<file path="src/rtl/brf_pkg.sv">
package brf_pkg;
  localparam int LOW_REGS    = 8;
  localparam int MID_REGS    = 5;
  localparam int HIGH_REGS   = 2;
  localparam int NBANK       = 6;
  localparam int NEXC        = NBANK - 1;
  localparam int MID_BASE    = LOW_REGS;
  localparam int FIQMID_BASE = MID_BASE + MID_REGS;
  localparam int HIGH_BASE   = FIQMID_BASE + MID_REGS;
  localparam int HIGH_ADDR   = MID_BASE + MID_REGS;
  localparam int NLOGIC      = HIGH_ADDR + HIGH_REGS;
  localparam int NPHYS       = HIGH_BASE + NBANK * HIGH_REGS;
  localparam int PIDX_W      = $clog2(NPHYS);

  typedef enum logic [4:0] {
    MODE_USR = 5'b10000,
    MODE_FIQ = 5'b10001,
    MODE_IRQ = 5'b10010,
    MODE_SVC = 5'b10011,
    MODE_ABT = 5'b10111,
    MODE_UND = 5'b11011,
    MODE_SYS = 5'b11111
  } mode_e;

  typedef logic [2:0] bank_t;
  localparam bank_t BANK_SHARED = 3'd0;
  localparam bank_t BANK_FIQ    = 3'd1;
  localparam bank_t BANK_IRQ    = 3'd2;
  localparam bank_t BANK_SVC    = 3'd3;
  localparam bank_t BANK_ABT    = 3'd4;
  localparam bank_t BANK_UND    = 3'd5;

  function automatic bank_t bank_of(logic [4:0] m);
    case (m)
      MODE_FIQ: return BANK_FIQ;
      MODE_IRQ: return BANK_IRQ;
      MODE_SVC: return BANK_SVC;
      MODE_ABT: return BANK_ABT;
      MODE_UND: return BANK_UND;
      default:  return BANK_SHARED;
    endcase
  endfunction
endpackage

</file>
<file path="src/rtl/brf_bank_map.sv">
module brf_bank_map
  import brf_pkg::*;
(
  input  bank_t             bank,
  input  logic [3:0]        addr,
  output logic [PIDX_W-1:0] idx,
  output logic              valid
);
  int sel;

  always_comb begin
    valid = 1'b1;
    sel   = 0;
    if (int'(addr) < MID_BASE) begin
      sel = int'(addr);
    end else if (int'(addr) < HIGH_ADDR) begin
      sel = (bank == BANK_FIQ) ? int'(addr) - MID_BASE + FIQMID_BASE : int'(addr);
    end else if (int'(addr) < NLOGIC) begin
      sel = HIGH_BASE + int'(bank) * HIGH_REGS + (int'(addr) - HIGH_ADDR);
    end else begin
      valid = 1'b0;
    end
    idx = PIDX_W'(sel);
  end


  always_comb begin
    if (valid) idx_in_range_chk: assert (int'(idx) < NPHYS);
  end
endmodule

</file>
<file path="src/rtl/brf_gpr_store.sv">
module brf_gpr_store
  import brf_pkg::*;
#(
  parameter int DW = 32
) (
  input  logic              clk,
  input  logic              rst,
  input  logic              we_a,
  input  logic [PIDX_W-1:0] wi_a,
  input  logic [DW-1:0]     wd_a,
  input  logic              we_x,
  input  logic [PIDX_W-1:0] wi_x,
  input  logic [DW-1:0]     wd_x,
  input  logic [PIDX_W-1:0] ri_a,
  input  logic              rv_a,
  input  logic [PIDX_W-1:0] ri_b,
  input  logic              rv_b,
  output logic [DW-1:0]     rd_a,
  output logic [DW-1:0]     rd_b
);
  logic [DW-1:0] mem [NPHYS];

  always_ff @(posedge clk) begin
    if (rst) begin
      for (int i = 0; i < NPHYS; i++) mem[i] <= '0;
      rd_a <= '0;
      rd_b <= '0;
    end else begin
      rd_a <= rv_a ? mem[ri_a] : '0;
      rd_b <= rv_b ? mem[ri_b] : '0;
      if (we_a) mem[wi_a] <= wd_a;
      if (we_x) mem[wi_x] <= wd_x;
    end
  end


  bad_addr_zero_chk: assert property (@(posedge clk) disable iff (rst)
    !rv_a |=> (rd_a == '0));


  write_lands_chk: assert property (@(posedge clk) disable iff (rst)
    (we_a && !(we_x && wi_x == wi_a)) |=> (mem[$past(wi_a)] == $past(wd_a)));


  exc_wins_chk: assert property (@(posedge clk) disable iff (rst)
    (we_a && we_x && wi_x == wi_a) |=> (mem[$past(wi_x)] == $past(wd_x)));
endmodule

</file>
<file path="src/rtl/brf_psr_bank.sv">
module brf_psr_bank
  import brf_pkg::*;
#(
  parameter int DW = 32
) (
  input  logic          clk,
  input  logic          rst,
  input  bank_t         cur_bank,
  input  logic          we,
  input  logic [DW-1:0] wdata,
  input  logic          exc_we,
  input  bank_t         exc_bank,
  input  logic [DW-1:0] exc_data,
  output logic [DW-1:0] rdata
);
  logic [NEXC-1:0][DW-1:0] psr_q;
  logic cur_ok, exc_ok;

  assign cur_ok = (cur_bank != BANK_SHARED);
  assign exc_ok = exc_we && (exc_bank != BANK_SHARED);

  always_ff @(posedge clk) begin
    if (rst) begin
      psr_q <= '0;
      rdata <= '0;
    end else begin
      rdata <= cur_ok ? psr_q[cur_bank - 3'd1] : '0;
      if (we && cur_ok) psr_q[cur_bank - 3'd1] <= wdata;
      if (exc_ok)       psr_q[exc_bank - 3'd1] <= exc_data;
    end
  end


  shared_read_zero_chk: assert property (@(posedge clk) disable iff (rst)
    !cur_ok |=> (rdata == '0));


  shared_write_ignored_chk: assert property (@(posedge clk) disable iff (rst)
    (!cur_ok && !exc_ok) |=> $stable(psr_q));
endmodule

</file>
<file path="src/rtl/banked_regfile.sv">
module banked_regfile
  import brf_pkg::*;
#(
  parameter int DW = 32
) (
  input  logic          clk,
  input  logic          rst,
  input  logic          mode_we,
  input  logic [4:0]    mode_wdata,
  output logic [4:0]    cur_mode,
  input  logic          wr_en,
  input  logic [3:0]    wr_addr,
  input  logic [DW-1:0] wr_data,
  input  logic [3:0]    rd_a_addr,
  output logic [DW-1:0] rd_a_data,
  input  logic [3:0]    rd_b_addr,
  output logic [DW-1:0] rd_b_data,
  input  logic          spsr_we,
  input  logic [DW-1:0] spsr_wdata,
  output logic [DW-1:0] spsr_rdata,
  input  logic          exc_en,
  input  logic [4:0]    exc_mode,
  input  logic [DW-1:0] exc_ret_addr,
  input  logic [DW-1:0] exc_status
);
  localparam int NMAP = 4;

  logic [4:0] mode_q;
  bank_t      cur_bank, exc_bank;
  logic       exc_ok;

  bank_t             map_bank  [NMAP];
  logic [3:0]        map_addr  [NMAP];
  logic [PIDX_W-1:0] map_idx   [NMAP];
  logic              map_valid [NMAP];

  always_ff @(posedge clk) begin
    if (rst)          mode_q <= MODE_SVC;
    else if (mode_we) mode_q <= mode_wdata;
  end
  assign cur_mode = mode_q;


  mode_hold_chk: assert property (@(posedge clk) disable iff (rst)
    !mode_we |=> $stable(mode_q));

  assign cur_bank = bank_of(mode_q);
  assign exc_bank = bank_of(exc_mode);
  assign exc_ok   = exc_en && (exc_bank != BANK_SHARED);

  // ports 0/1: reads, 2: ordinary write, 3: exception link register
  assign map_bank[0] = cur_bank;  assign map_addr[0] = rd_a_addr;
  assign map_bank[1] = cur_bank;  assign map_addr[1] = rd_b_addr;
  assign map_bank[2] = cur_bank;  assign map_addr[2] = wr_addr;
  assign map_bank[3] = exc_bank;  assign map_addr[3] = 4'(HIGH_ADDR + 1);

  for (genvar g = 0; g < NMAP; g++) begin : g_map
    brf_bank_map u_map (
      .bank  (map_bank[g]),
      .addr  (map_addr[g]),
      .idx   (map_idx[g]),
      .valid (map_valid[g])
    );
  end

  brf_gpr_store #(.DW(DW)) u_store (
    .clk  (clk),
    .rst  (rst),
    .we_a (wr_en && map_valid[2]),
    .wi_a (map_idx[2]),
    .wd_a (wr_data),
    .we_x (exc_ok),
    .wi_x (map_idx[3]),
    .wd_x (exc_ret_addr),
    .ri_a (map_idx[0]),
    .rv_a (map_valid[0]),
    .ri_b (map_idx[1]),
    .rv_b (map_valid[1]),
    .rd_a (rd_a_data),
    .rd_b (rd_b_data)
  );

  brf_psr_bank #(.DW(DW)) u_psr (
    .clk      (clk),
    .rst      (rst),
    .cur_bank (cur_bank),
    .we       (spsr_we),
    .wdata    (spsr_wdata),
    .exc_we   (exc_en),
    .exc_bank (exc_bank),
    .exc_data (exc_status),
    .rdata    (spsr_rdata)
  );
endmodule

</file>
<file path="config.mk">
export PLATFORM = sky130hd
export DESIGN_NAME = banked_regfile
export DESIGN_NICKNAME = d
export VERILOG_FILES = /design/src/rtl/brf_pkg.sv /design/src/rtl/brf_bank_map.sv /design/src/rtl/brf_gpr_store.sv /design/src/rtl/brf_psr_bank.sv /design/src/rtl/banked_regfile.sv
export SDC_FILE = /design/constraint.sdc
export NUM_CORES = 2
export LEC_CHECK = 0
export BUFFER_PORTS_ARGS = -buffer_cell sky130_fd_sc_hd__buf_2
export CAP_MARGIN = 20
export CORE_MARGIN = 2
export CORE_UTILIZATION = 35
export CTS_CLUSTER_SIZE = 10
export DETAILED_ROUTE_END_ITERATION = 8
export PLACE_DENSITY = 0.54
export SETUP_SLACK_MARGIN = 0.4
export SYNTH_ARGS = -nofsm -noshare
export SYNTH_HDL_FRONTEND = slang
export SYNTH_HIERARCHICAL = 1
export SYNTH_SLANG_ARGS = --single-unit
</file>
<file path="constraint.sdc">
create_clock -name clk -period 15.6 [get_ports clk]
set_input_delay 3.12 -clock clk [delete_from_list [all_inputs] [get_ports clk]]
set_output_delay 3.12 -clock clk [all_outputs]
set_load 0.005 [all_outputs]
</file>
=== Yosys cells after proc, flatten, opt, wreduce, memory -nomap -nowiden ===
Memory sizes are Yosys's and may differ from the RTL's. A register that Yosys moved wholly into a read port is not among the register bits.
Cells that the tools add are included.

* Add/sub/neg operators: 17
* Multiply operators: 0
* Div/mod/pow operators: 0
* Order comparisons: 13
* Equal/unequal tests: 11
* Shift-type cells: 0
* Muxes and demuxes: 48
* Bitwise logic cells: 3
* Reduce and logical (&&, ||, !) cells: 12

{| class="wikitable"
|+ Operators with widths
! cell !! number
|-
| 160-bit 2-to-1 mux || 3
|-
| 160-bit bitwise mux || 2
|-
| 32-bit demux with 3-bit select || 2
|-
| 32-bit 2-to-1 mux || 5
|-
| 32-bit binary-select mux with 3-bit select || 1
|-
| 5-bit 2-to-1 mux || 14
|-
| 32-bit OR reduction || 2
|-
| 5-bit == test, second input constant || 10
|-
| 4-bit < comparator, second input constant || 9
|-
| 3-bit case mux with 5 select lines || 2
|-
| 4-bit by 4-bit subtractor with 5-bit output, second input constant || 6
|-
| 1-bit 2-to-1 mux || 19
|-
| 5-bit adder || 3
|-
| 5-bit adder, second input constant || 3
|-
| 5-bit by 4-bit adder with 5-bit output, first input constant || 2
|-
| 3-bit by 4-bit < comparator with 1-bit output, second input constant || 2
|-
| 3-bit by 1-bit >= comparator with 1-bit output, second input constant || 2
|-
| 3-bit nonzero test || 2
|-
| 2-bit OR reduction || 3
|-
| 3-bit by 1-bit subtractor with 3-bit output, second input constant || 2
|-
| 5-bit by 2-bit adder with 5-bit output, second input constant || 1
|-
| 1-bit logical AND || 5
|-
| 3-bit by 1-bit == test with 1-bit output, second input constant || 1
|-
| 1-bit inverter || 3
|}

* Bits in registers: 197
* Latch bits: 0
* Memory bits (writable): 960
* Bits in read-only memories: 0
* Input port bits: 156
* Logic and storage cells: 112
* Memories: 1

{| class="wikitable"
|+ Memory list
! name !! words !! bits a word !! read ports !! clocked after memory_dff !! write ports !! RTL line !! text
|-
| u_store.mem || 30 || 32 || 2 || 2 || 30 || brf_gpr_store.sv:21 || <nowiki>logic [DW-1:0] mem [NPHYS];</nowiki>
|}

=== Depth between registers and ports, before layout ===
* Depth after elaboration: 12
* Mapped depth: 17

=== Cells and area by module ===
Netlist, hierarchy kept.

{| class="wikitable"
|+ Modules (own cells, without submodules)
! module !! times used !! cells an instance !! area each (µm²) !! seq. area each (µm²)
|-
| brf_gpr_store || 1 || 3914 || 60351.6 || 32030.7
|-
| brf_psr_bank || 1 || 1109 || 8973.6 || 3843.7
|-
| brf_bank_map || 4 || 46 || 347.8 || 0.0
|-
| banked_regfile || 1 || 40 || 305.3 || 100.1
|}

=== Least setup slack after synthesis ===
No wires, ideal clock.

* Path kind: in2reg
* From: in wr_addr[2]
* To: mem u_store.mem[31][0] (enable)
* Arrival time: 6496 ps
* Slack: 8671 ps
* Cell stages on the path: 11
* Buffers on the path: 1
* Path through: inv_1 > ha_1 > inv_1 > ha_1 > a21o_1 > a21oi_1 > xnor2_1 > a41o_1 > buf_2 > nand3_1 > o22ai_1

{| class="wikitable"
|+ RTL lines
! what !! RTL line !! text
|-
| start, declared || banked_regfile.sv:12 || <nowiki>input logic [3:0] wr_addr,</nowiki>
|-
| end, declared || brf_gpr_store.sv:21 ||
|}

==> run_results.csv <==
group,metric,value,unit
clock_tree,root_buffer,"clkbuf_16",
floorplanning,start_util,35.2,%
pwr,vdd_drop_max,0.000124,V
floorplanning,rows,165,
worst_setup_path,rrSetupSlack,9510,ps
worst_setup_path,critical_path_arrival,8190,ps
clock_tree,clkTransAtPathRegs,70,ps
worst_setup_path,crit_cells,14,
pwr,switching_share,29.4,%
timing,setup_violations,0,
timing,period_share,49.5,%
worst_setup_path,r2r_end,"u_store/rd_a[2]$_SDFF_PP0_",
cells_and_area,layout-drive-gt1-share,24.6,%
drt,viasPerCell,6.71,
worst_setup_path,crit_fanout,34,
clock_tree,cts_max_path_buffers,3,
floorplanning,die_x,454,um
cells_and_area,fin_nets,5308,
min_path,hp-class,"flop to flop",
clock_tree,cts_tree,"built",
worst_setup_path,worstSetupEndpoint,"u_store/mem[29][15]$_DFFE_PP_",
timing,slew_headroom,-251,%
pwr,p_total,9.10,mW
pwr,p_switching,2.67,mW
worst_setup_path,max_stage_delay,780,ps
timing,fmax,129,MHz
pwr,pwr_density_cell,115,nW/um2
clock_tree,holdBufCountCts,0,
worst_setup_path,slowest_stage,"a21oi_1",
pwr,p_comb_share,18.3,%
drt,wl_per_cell,35.9,um
flow_run,maxCapViolCount,0,
clock_tree,htree_levels,4,
global_route,grt_first_pass_wirelength,398000,um
run_status,status,"complete, but fails checks",
timing,slew_violations,488,
floorplanning,pin_count,257,
global_route,track_usage,26.9,%
clock_tree,cts.repair.resized,0,
placed_design,place_congestion,0.879,
clock_tree,clk-insertion-delay-late,820,ps
placed_design,post-dp-hpwl,165000,um
global_route,grt_max_degree,137,
global_route,antenna_found_initial,33,
worst_setup_path,cp-end-kind,"flop",
cells_and_area,final_common_cell,"edfxtp_1",
pwr,power_leakage,27.3,nW
drt,first_iter_violations,6988,
timing,rsz0062_at_grt,"false",
drt,totalWireLength,285000,um
clock_tree,post-cts-setup-buffer-count,0,
yosys,ys.warnings.count,6,
cells_and_area,mostFrequentLayoutCells,"edfxtp_1, a22o_1, mux4_2, nand2_1, dfxtp_1",
timing,worstMarginPinSlew,5240,ps
drt,drtPass1Iterations,6,
timing,hold_viol_final,0,
worst_setup_path,timing.critical_path.buf_inv,3,
worst_setup_path,critPathRequiredTime,16060,ps
placed_design,portBuffers,256,
floorplanning,dieArea,207000,um2
worst_setup_path,critPathLaunch,"exc_mode[3]",
global_route,gr-total-overflow,0,
timing,finalClockSkew,31.6,ps
worst_setup_path,r2r_cells,14,
cells_and_area,syn_to_final_growth,11.2,%
timing,fin_ws,7870,ps
clock_tree,cts_made_buffers,157,
floorplanning,die_h,454,um
cells_and_area,fin_util,39.1,%
worst_setup_path,critical_path_class,"input pin to flop",
yosys,synthCells,5246,
worst_setup_path,critPathTopFamily,"simple AND/OR/NAND/NOR gates",
timing,min_period,7730,ps
drt,drc,0,
pwr,internal-power,6.43,mW
yosys,synth_area,71000,um2
floorplanning,core_area,202000,um2
global_route,grt_pass1_vias,51600,
run_status,violations,"max-slew violations",
drt,via_count,53200,
drt,antenna_left,0,
worst_setup_path,timing.rr.start,"cur_mode[2]$_SDFFE_PP0P_",
yosys,syn_avg_cell_area,13.5,um2
pwr,p_clk_share,38.3,%
placed_design,dpl_worst_slack,7130,ps
timing,finalSetupTns,0,ps
worst_setup_path,worstPathCellList,"buf_2 > nor2b_1 > nor3_1 > ha_1 > fa_1 > xnor2_1 > nor3_1 > a21oi_1 > a21oi_1 > nand3_1 > nor2_4 > buf_4 > or3_2 > buf_4",
pwr,p_seq_share,43.3,%
clock_tree,cts_sinks,1285,
worst_setup_path,startpoint_type,"input pin",
## power by group through the flow
stage / registers [mW] / clock network [mW] / logic (mW)
5_1_grt: 3.95 / 3.66 / 1.72
3_3_place_gp: 4.00 / 0 / 1.62
6_report: 3.94 / 3.49 / 1.67
2_1_floorplan: 3.97 / 0 / 1.04
4_1_cts: 3.94 / 3.53 / 1.63
3_5_place_dp: 4.01 / 0 / 1.63
## area by class of cell
cell class              instances  area [um2]
inverters                      38         148
repair buffers                401        2600
clock inverters                32         290
clock buffers                 244        4430
diodes                         21        52.6
multi-input cells            3229       32200
flip-flops and latches       1285       36000
well taps                    2672        3340
fillers                     18800      123000
## metal layers
| layer | vias up | part of all wire [%] | wire (um) | track usage, % |
|---|---|---|---|---|
| li1 | 21200 | - | - | - |
| met1 | 27600 | 38 | 108000 | 35.3 |
| met2 | 3582 | 44 | 127000 | 40.2 |
| met3 | 726 | 11 | 32100 | 7.02 |
| met4 | 14 | 6.1 | 17300 | 15.2 |
| met5 | - | 0.028 | 80 | 0 |
## flip-flops by register name, summed over array words and instances, names as in the netlist
signal / flops
u_psr/rdata: 32
u_store/rd_b: 32
u_psr/psr_q: 160
cur_mode: 5
u_store/rd_a: 32
u_store/mem: 1024
## stage by stage
step / hold WS, ps / std cells / instance area [um2]
after floorplan: 445 / 5261 / 71100
after global placement: 458 / 7612 / 74000
after detailed placement: 457 / 7620 / 74100
after CTS: 458 / 7896 / 78800
after global routing: 486 / 7920 / 79000
final: 467 / 7922 / 79000
## worst reg2reg max path, stage by stage (launching register included)
cell	delay (ps)
dfxtp_1	360
nand3b_1	220
a21oi_4	120
buf_4	470
ha_1	360
ha_1	210
fa_1	490
nand2_1	50
a31oi_1	190
a41o_4	440
buf_12	740
buf_4	1180
mux4_2	470
o21ai_0	430
a31oi_1	180
## how the worst min path moves through the flow
stage                     slack, ps                         from                          to  cells past startpoint
after floorplan                 450   u_psr/psr_q[62]$_SDFF_PP0_  u_psr/psr_q[62]$_SDFF_PP0_                      2
after global placement          460   u_psr/psr_q[94]$_SDFF_PP0_  u_psr/psr_q[94]$_SDFF_PP0_                      2
after detailed placement        460  u_psr/psr_q[147]$_SDFF_PP0_  u_psr/rdata[19]$_SDFF_PP0_                      2
after CTS                       460  u_psr/psr_q[157]$_SDFF_PP0_  u_psr/rdata[29]$_SDFF_PP0_                      2
after global routing            490  u_psr/psr_q[157]$_SDFF_PP0_  u_psr/rdata[29]$_SDFF_PP0_                      2
final                           470  u_psr/psr_q[157]$_SDFF_PP0_  u_psr/rdata[29]$_SDFF_PP0_                      2
No activity file was read; power rests on OpenSTA's default activity.
